**src/rtl/pgprog_pkg.sv**
```systemverilog
package pgprog_pkg;

    localparam int DEV_AW = 24;

    localparam logic [7:0] OP_PAGE_TO_BUF   = 8'h53;
    localparam logic [7:0] OP_PROG_THRU_BUF = 8'h82;
    localparam logic [7:0] OP_BUF_COMPARE   = 8'h60;
    localparam logic [7:0] OP_STATUS        = 8'hD7;

    localparam int ST_READY_BIT    = 7;
    localparam int ST_MISMATCH_BIT = 6;

    typedef logic [3:0][7:0] cmd_t;

    typedef enum logic [1:0] {F_IDLE, F_HDR, F_PAY} frm_st_e;

    typedef enum logic [2:0] {
        C_IDLE, C_PLAN, C_LOAD, C_PROG, C_CMP, C_POLL, C_ADV
    } ctl_st_e;

    typedef enum logic [1:0] {RET_LOAD, RET_PROG, RET_CMP} poll_ret_e;

    // Opcode first, then the 24-bit device address, high byte first.
    function automatic cmd_t pack_cmd(input logic [7:0] op,
                                      input logic [DEV_AW-1:0] a);
        cmd_t c;
        c[0] = op;
        c[1] = a[23:16];
        c[2] = a[15:8];
        c[3] = a[7:0];
        return c;
    endfunction

endpackage

```
**src/rtl/pgprog_chunker.sv**
```systemverilog
module pgprog_chunker #(
    parameter int PAGE_SIZE = 264,
    parameter int ADDR_W    = 20,
    parameter int LEN_W     = 20,
    localparam int OFS_W    = $clog2(PAGE_SIZE),
    localparam int CL_W     = $clog2(PAGE_SIZE + 1)
) (
    input  logic              clk,
    input  logic              rst,
    input  logic              load,
    input  logic [ADDR_W-1:0] addr,
    input  logic [LEN_W-1:0]  len,
    input  logic              adv,
    output logic [ADDR_W-1:0] page,
    output logic [OFS_W-1:0]  off,
    output logic [LEN_W-1:0]  remain,
    output logic [CL_W-1:0]   chunk_len,
    output logic              partial
);
    logic [LEN_W-1:0] room;
    logic [LEN_W-1:0] chunk;

    always_comb begin
        room      = LEN_W'(PAGE_SIZE) - LEN_W'(off);
        chunk     = (remain < room) ? remain : room;
        chunk_len = CL_W'(chunk);
        partial   = (chunk_len != CL_W'(PAGE_SIZE));
    end

    always_ff @(posedge clk) begin
        if (rst) begin
            page   <= '0;
            off    <= '0;
            remain <= '0;
        end else if (load) begin
            page   <= addr / ADDR_W'(PAGE_SIZE);
            off    <= OFS_W'(addr % ADDR_W'(PAGE_SIZE));
            remain <= len;
        end else if (adv) begin
            page   <= page + 1'b1;
            off    <= '0;
            remain <= remain - chunk;
        end
    end

    // a chunk never crosses the end of its page.
    p_chunk_in_page_r2: assert property (@(posedge clk) disable iff (rst)
        (remain != '0) |-> (32'(off) + 32'(chunk_len) <= PAGE_SIZE));

    // after a chunk is consumed the next one starts at offset zero.
    p_next_at_zero_r2: assert property (@(posedge clk) disable iff (rst)
        adv |=> (off == '0));

endmodule

```
**src/rtl/pgprog_frame.sv**
```systemverilog
module pgprog_frame
    import pgprog_pkg::*;
#(
    parameter int CL_W = 9
) (
    input  logic            clk,
    input  logic            rst,
    input  logic            launch,
    input  cmd_t            hdr,
    input  logic [2:0]      hdr_cnt,
    input  logic [CL_W-1:0] pay_cnt,
    input  logic [7:0]      wr_data,
    input  logic            wr_valid,
    output logic            wr_ready,
    output logic            sel,
    output logic [7:0]      link_tx,
    output logic            link_valid,
    input  logic            link_ready,
    input  logic [7:0]      link_rx,
    output logic            fin,
    output logic [7:0]      rx_last
);
    frm_st_e         st;
    logic [2:0]      idx;
    logic [CL_W-1:0] pc;
    logic            hs;

    always_comb begin
        sel        = (st != F_IDLE);
        link_valid = (st == F_HDR) || ((st == F_PAY) && wr_valid);
        link_tx    = (st == F_PAY) ? wr_data : hdr[idx[1:0]];
        wr_ready   = (st == F_PAY) && link_ready;
        hs         = link_valid && link_ready;
    end

    always_ff @(posedge clk) begin
        if (rst) begin
            st      <= F_IDLE;
            idx     <= '0;
            pc      <= '0;
            fin     <= 1'b0;
            rx_last <= '0;
        end else begin
            fin <= 1'b0;
            unique case (st)
                F_IDLE: if (launch) begin
                    st  <= F_HDR;
                    idx <= '0;
                    pc  <= '0;
                end
                F_HDR: if (hs) begin
                    rx_last <= link_rx;
                    idx     <= idx + 3'd1;
                    if (idx == hdr_cnt - 3'd1) begin
                        if (pay_cnt == '0) begin
                            st  <= F_IDLE;
                            fin <= 1'b1;
                        end else begin
                            st <= F_PAY;
                        end
                    end
                end
                F_PAY: if (hs) begin
                    rx_last <= link_rx;
                    pc      <= pc + 1'b1;
                    if (pc == pay_cnt - 1'b1) begin
                        st  <= F_IDLE;
                        fin <= 1'b1;
                    end
                end
                default: st <= F_IDLE;
            endcase
        end
    end

    // a new frame is only requested while the link is deselected.
    p_launch_when_idle_r5: assert property (@(posedge clk) disable iff (rst)
        launch |-> !sel);

    // select stays high inside the data stream of a frame.
    p_sel_through_data_r4: assert property (@(posedge clk) disable iff (rst)
        ((st == F_PAY) && !(hs && (pc == pay_cnt - 1'b1))) |=> sel);

endmodule

```
**src/rtl/pgprog_ctrl.sv**
```systemverilog
module pgprog_ctrl
    import pgprog_pkg::*;
#(
    parameter int PAGE_SIZE     = 264,
    parameter int PAGE_OFS_BITS = 9,
    parameter int ADDR_W        = 20,
    parameter int LEN_W         = 20,
    localparam int OFS_W        = $clog2(PAGE_SIZE),
    localparam int CL_W         = $clog2(PAGE_SIZE + 1)
) (
    input  logic              clk,
    input  logic              rst,
    input  logic              start,
    input  logic [ADDR_W-1:0] start_addr,
    input  logic [LEN_W-1:0]  byte_len,
    input  logic              verify_en,
    input  logic [7:0]        wr_data,
    input  logic              wr_valid,
    output logic              wr_ready,
    output logic              link_sel,
    output logic [7:0]        link_tx,
    output logic              link_valid,
    input  logic              link_ready,
    input  logic [7:0]        link_rx,
    output logic              busy,
    output logic              done,
    output logic [LEN_W-1:0]  bytes_written,
    output logic              cmp_err,
    output logic [ADDR_W-1:0] err_page
);
    ctl_st_e   st;
    poll_ret_e ret;
    logic      armed;
    logic      verify_q;

    logic [ADDR_W-1:0] page;
    logic [OFS_W-1:0]  off;
    logic [LEN_W-1:0]  remain;
    logic [CL_W-1:0]   chunk_len;
    logic              partial;

    logic              launch;
    logic              fin;
    logic [7:0]        rx_last;
    cmd_t              f_hdr;
    logic [2:0]        f_cnt;
    logic [CL_W-1:0]   f_pay;
    logic [DEV_AW-1:0] dev_page;
    logic [DEV_AW-1:0] dev_full;

    pgprog_chunker #(
        .PAGE_SIZE (PAGE_SIZE),
        .ADDR_W    (ADDR_W),
        .LEN_W     (LEN_W)
    ) u_chunk (
        .clk       (clk),
        .rst       (rst),
        .load      ((st == C_IDLE) && start),
        .addr      (start_addr),
        .len       (byte_len),
        .adv       (st == C_ADV),
        .page      (page),
        .off       (off),
        .remain    (remain),
        .chunk_len (chunk_len),
        .partial   (partial)
    );

    always_comb begin
        dev_page = DEV_AW'(page) << PAGE_OFS_BITS;
        dev_full = dev_page + DEV_AW'(off);
        f_pay    = '0;
        f_cnt    = 3'd4;
        unique case (st)
            C_LOAD:  f_hdr = pack_cmd(OP_PAGE_TO_BUF, dev_page);
            C_PROG: begin
                f_hdr = pack_cmd(OP_PROG_THRU_BUF, dev_full);
                f_pay = chunk_len;
            end
            C_CMP:   f_hdr = pack_cmd(OP_BUF_COMPARE, dev_page);
            default: begin
                f_hdr = pack_cmd(OP_STATUS, '0);
                f_cnt = 3'd2;
            end
        endcase
        launch = !armed && ((st == C_LOAD) || (st == C_PROG) ||
                            (st == C_CMP)  || (st == C_POLL));
        busy   = (st != C_IDLE);
    end

    pgprog_frame #(.CL_W(CL_W)) u_frame (
        .clk        (clk),
        .rst        (rst),
        .launch     (launch),
        .hdr        (f_hdr),
        .hdr_cnt    (f_cnt),
        .pay_cnt    (f_pay),
        .wr_data    (wr_data),
        .wr_valid   (wr_valid),
        .wr_ready   (wr_ready),
        .sel        (link_sel),
        .link_tx    (link_tx),
        .link_valid (link_valid),
        .link_ready (link_ready),
        .link_rx    (link_rx),
        .fin        (fin),
        .rx_last    (rx_last)
    );

    always_ff @(posedge clk) begin
        if (rst) begin
            st            <= C_IDLE;
            ret           <= RET_LOAD;
            armed         <= 1'b0;
            verify_q      <= 1'b0;
            done          <= 1'b0;
            bytes_written <= '0;
            cmp_err       <= 1'b0;
            err_page      <= '0;
        end else begin
            done <= 1'b0;
            if (launch) armed <= 1'b1;
            if (fin)    armed <= 1'b0;
            unique case (st)
                C_IDLE: if (start) begin
                    verify_q      <= verify_en;
                    bytes_written <= '0;
                    cmp_err       <= 1'b0;
                    err_page      <= '0;
                    st            <= C_PLAN;
                end
                C_PLAN: begin
                    if (remain == '0) begin
                        done <= 1'b1;
                        st   <= C_IDLE;
                    end else begin
                        st <= partial ? C_LOAD : C_PROG;
                    end
                end
                C_LOAD: if (fin) begin
                    ret <= RET_LOAD;
                    st  <= C_POLL;
                end
                C_PROG: if (fin) begin
                    ret <= RET_PROG;
                    st  <= C_POLL;
                end
                C_CMP: if (fin) begin
                    ret <= RET_CMP;
                    st  <= C_POLL;
                end
                C_POLL: if (fin && rx_last[ST_READY_BIT]) begin
                    unique case (ret)
                        RET_LOAD: st <= C_PROG;
                        RET_PROG: st <= verify_q ? C_CMP : C_ADV;
                        default: begin
                            if (rx_last[ST_MISMATCH_BIT]) begin
                                cmp_err  <= 1'b1;
                                err_page <= page;
                                done     <= 1'b1;
                                st       <= C_IDLE;
                            end else begin
                                st <= C_ADV;
                            end
                        end
                    endcase
                end
                C_ADV: begin
                    bytes_written <= bytes_written + LEN_W'(chunk_len);
                    st            <= C_PLAN;
                end
                default: st <= C_IDLE;
            endcase
        end
    end

    // the stream is only drained by a program step.
    p_stream_only_in_prog_r9: assert property (@(posedge clk) disable iff (rst)
        wr_ready |-> (st == C_PROG));

    // a compare failure ends the request in the same cycle.
    p_err_ends_request_r6: assert property (@(posedge clk) disable iff (rst)
        $rose(cmp_err) |-> (done && !busy));

    // the committed count never falls within a request.
    p_count_monotonic_r7: assert property (@(posedge clk) disable iff (rst)
        (busy && $past(busy)) |-> (bytes_written >= $past(bytes_written)));

    // a request in flight keeps running whatever start does.
    p_start_ignored_r10: assert property (@(posedge clk) disable iff (rst)
        (busy && !done && (st != C_PLAN)) |=> (busy || done));

endmodule

```
**config.mk**
```make
export PLATFORM = sky130hd
export DESIGN_NAME = pgprog_ctrl
export DESIGN_NICKNAME = d
export VERILOG_FILES = /design/src/rtl/pgprog_pkg.sv /design/src/rtl/pgprog_chunker.sv /design/src/rtl/pgprog_frame.sv /design/src/rtl/pgprog_ctrl.sv
export SDC_FILE = /design/constraint.sdc
export NUM_CORES = 1
export LEC_CHECK = 0
export ABC_AREA = 1
export CORE_ASPECT_RATIO = 0.7
export CORE_MARGIN = 1
export CORE_UTILIZATION = 60
export DETAILED_ROUTE_END_ITERATION = 8
export HOLD_SLACK_MARGIN = 0.05
export PLACE_DENSITY = 0.83
export RECOVER_POWER = 25
export SLEW_MARGIN = 0
export SYNTH_ARGS = -nofsm -noshare
export SYNTH_HDL_FRONTEND = slang
export SYNTH_SLANG_ARGS = --single-unit
export TNS_END_PERCENT = 100
```
**constraint.sdc**
```tcl
create_clock -name clk -period 14.1 [get_ports clk]
set_input_delay 2.82 -clock clk [delete_from_list [all_inputs] [get_ports clk]]
set_output_delay 2.82 -clock clk [all_outputs]
set_load 0.01 [all_outputs]
```
==> flow_metrics.env <==
export IMPL_outcome="finished with violations"
export IMPL_failed_checks="capacitance limit, slew limit"
export IMPL_ant_nets=0
export IMPL_final_cells=1864
export IMPL_track_usage_pct=33.8
export IMPL_syn_avg_cell_area_um2=6.21
export IMPL_period_share_pct=70.4
export IMPL_route_detailed_drc=0
export IMPL_cp_data_arrival_time_ns=10.05
export IMPL_worst_path_buf_inv=3
export IMPL_grt_pass1_wl_um=45400
export IMPL_clock_latency_ns=0.42
export IMPL_cts_tree="yes"
export IMPL_finalHoldViolCount=0
export IMPL_cts_buffer_depth=2
export IMPL_dr_first_iter_drc_count=1196
export IMPL_die_height_um=108
export IMPL_cp_top_family="simple AND/OR/NAND/NOR gates"
export IMPL_cp_depth=58
export IMPL_fillCellCount=1300
export IMPL_grt_remaining_overflow=0
export IMPL_crit_path_max_fanout=8
export IMPL_synthArstFlopShare_pct=0
export IMPL_dpl_cell_count=1833
export IMPL_synth_seq_cells=115
export IMPL_fin_nets=1771
export IMPL_timing_max_cap_violations=1
export IMPL_hpwl_um=20600
export IMPL_grt_setup_unrepaired="false"
export IMPL_finalMaxSlewViolations=78
export IMPL_vias_per_cell=5.70
export IMPL_syn_instance_count=1554
export IMPL_syn_to_final_growth_pct=19.2
export IMPL_reg2reg_slack_ns=6.61
export IMPL_regArea_mm2=0.00230
export IMPL_hp_class="flip-flop to flip-flop"
export IMPL_finalSetupViolCount=0
export IMPL_place_gp_congestion=0.930
export IMPL_final_cell_mix="nand2_1, inv_1, nor2_1"
export IMPL_cp_start_kind="input port"
export IMPL_worst_slew_pin_slew_ns=3.77
export IMPL_ctsResizeCount=0
export IMPL_cts_setup_buffers=0
export IMPL_crit_path_end="u_chunk.off[8]$_SDFFE_PP0P_"
export IMPL_yosysWarnings=0
export IMPL_criticalPathCategory="input port to flip-flop"
export IMPL_grt_pass1_vias=9425
export IMPL_yosysUniqueCellTypes=56
export IMPL_max_freq_mhz=101
export IMPL_pre_cts_slack_ns=3.96
export IMPL_multi_input_area_mm2=0.00638
export IMPL_cts_root_buf="clkbuf_16"
export IMPL_antenna_found_initial=0
export IMPL_cts_hold_buffers=0
export IMPL_crit_required_ns=14.22
export IMPL_cts_sinks=115
export IMPL_ys_seq_area_share_pct=23.9
export IMPL_grt_max_degree=78
export IMPL_design_area_mm2=0.0115
export IMPL_layout_min_cycle_time_ns=9.93
export IMPL_reg2reg_from="u_chunk.off[2]$_SDFFE_PP0P_"
export IMPL_ff2ff_path_depth=50
export IMPL_cp_end_kind="flip-flop"
export IMPL_ctsHtreeMaxLevel=4
export IMPL_final_common_cell="nand2_1"
export IMPL_wl_um=28100
export IMPL_wl_per_cell_um=15.1
export IMPL_port_buffers=109
export IMPL_initial_core_util_pct=61.8
export IMPL_ys_flop_type="dfxtp_1"
export IMPL_netlist_area_mm2=0.00964
export IMPL_synthesis_nets=1673
export IMPL_max_slew_margin_rel_pct=-152
export IMPL_setup_ws_ns=4.17
export IMPL_cpPeakStageDelay_ns=0.51
export IMPL_startpoint="start_addr[16]"
export IMPL_vias=10600
export IMPL_dieWidth_um=154
export IMPL_place_area_mm2=0.0109
export IMPL_core_area_mm2=0.0156
export IMPL_drive_gt1_share_pct=7.15
export IMPL_cts_made_buffers=17
export IMPL_synth_edf_count=0
export IMPL_cpMaxStageDelayCell="clkdlybuf4s50_1"
export IMPL_first_pass_iters=5
export IMPL_io_pins=116
export IMPL_cpMostUsedCell="nand2_1"
export IMPL_row_count=38
export IMPL_antennaDiodeCount=0
export IMPL_dieArea_mm2=0.0166
export IMPL_skew_ns=0.0108
export IMPL_r2r_end="u_chunk.remain[18]$_SDFFE_PP0P_"
export IMPL_path_clk_slew_ns=0.06
export IMPL_setup_tns_ns=0
registers in the layout, summed over array words and instances, names as in the netlist:
| name | flops |
|---|---|
| u_frame.pc | 9 |
| u_frame.st | 2 |
| verify_q | 1 |
| u_frame.rx_last | 2 |
| u_chunk.off | 9 |
| u_chunk.page | 20 |
| u_chunk.remain | 20 |
| bytes_written | 20 |
| cmp_err | 1 |
| ret | 2 |
| done | 1 |
| st | 3 |
| armed | 1 |
| u_frame.fin | 1 |
| u_frame.idx | 3 |
| err_page | 20 |
routing by layer:
metal  vias up  global-route usage (%)  part of all wire (%)
li1       5340                       -                     -
met1      4756                    49.2                    49
met2       490                    51.2                    40
met3        39                    6.37                   9.6
met4         0                    8.36                   1.2
met5         -                       0                     0
worst register-to-register path: cells and delay by family, from the launching register on:
family,cells,cell delay [ns]
XOR/XNOR,1,0.15
buffers and inverters,7,0.86
flip-flops,1,0.33
AND/OR/NAND/NOR,26,2.73
adder cells (fa/ha/maj),2,0.84
AO/OA/AOI/OAI,14,2.33
logic make-up after synthesis:
group | count (synthesis) | synth area share, %
and+or+nand+nor | 761 | 35.3
DFF | 115 | 23.9
adders and majority gates | 57 | 7.55
buffers and inverters | 258 | 10.1
AOI/OAI and AO/OA | 326 | 19.7
xor gates and xnor gates | 37 | 3.52
cell usage after synthesis (4+ instances only):
| library cell | number | area share [%] |
|---|---|---|
| a211oi_1 | 11 | 0.86 |
| a21oi_1 | 118 | 6.1 |
| a221oi_1 | 8 | 0.73 |
| a31oi_1 | 12 | 0.78 |
| a32o_1 | 5 | 0.52 |
| and2_1 | 4 | 0.26 |
| clkbuf_1 | 37 | 1.4 |
| clkinv_1 | 9 | 0.35 |
| dfxtp_1 | 115 | 24 |
| ha_1 | 55 | 7.1 |
| inv_1 | 199 | 7.7 |
| inv_2 | 12 | 0.47 |
| nand2_1 | 398 | 15 |
| nand2_2 | 29 | 1.9 |
| nand2_4 | 10 | 1.2 |
| nand3_1 | 99 | 5.1 |
| nand3_2 | 5 | 0.52 |
| nand4_1 | 18 | 1.2 |
| nand4_2 | 4 | 0.52 |
| nor2_1 | 142 | 5.5 |
| nor3_1 | 24 | 1.2 |
| nor3b_1 | 5 | 0.39 |
| nor4_1 | 9 | 0.58 |
| o211ai_1 | 10 | 0.78 |
| o21ai_0 | 110 | 5.7 |
| o21ai_1 | 16 | 0.83 |
| o221ai_1 | 4 | 0.36 |
| o22ai_1 | 6 | 0.39 |
| o31ai_1 | 4 | 0.31 |
| xnor2_1 | 10 | 0.91 |
| xor2_1 | 25 | 2.3 |
worst min-delay path by stage:
| stage | start | endpoint | depth (start not counted) |
|---|---|---|---|
| 6_report | cmp_err$_SDFFE_PP0P_ | cmp_err$_SDFFE_PP0P_ | 2 |
| 5_1_grt | err_page[14]$_SDFFE_PP0P_ | err_page[14]$_SDFFE_PP0P_ | 2 |
| 4_1_cts | err_page[11]$_SDFFE_PP0P_ | err_page[11]$_SDFFE_PP0P_ | 2 |
| 3_5_place_dp | u_frame.rx_last[7]$_SDFFE_PP0P_ | u_frame.rx_last[7]$_SDFFE_PP0P_ | 2 |
| 3_3_place_gp | u_frame.rx_last[7]$_SDFFE_PP0P_ | u_frame.rx_last[7]$_SDFFE_PP0P_ | 2 |
| 2_1_floorplan | u_frame.rx_last[6]$_SDFFE_PP0P_ | u_frame.rx_last[6]$_SDFFE_PP0P_ | 2 |
through the flow:
step	hold WS, ns	utilization (%)
after floorplan	0.424	-
after global placement	0.446	69.9
after detailed placement	0.451	69.9
after CTS	0.473	73.7
after global routing	0.486	73.7
final	0.469	73.7
layout make-up:
cell class	instances	share of cell area (%)
flip-flops and latches	115	20.0
inverters	220	7.19
multi-input cells	1181	55.5
clock buffers	17	3.70
repair buffers	117	9.94
well taps	200	2.18
clock inverters	14	1.45
Power is left out: the tool's default activity adds up to more than one toggle a clock period on the data nets, which glitch-free logic cannot reach.
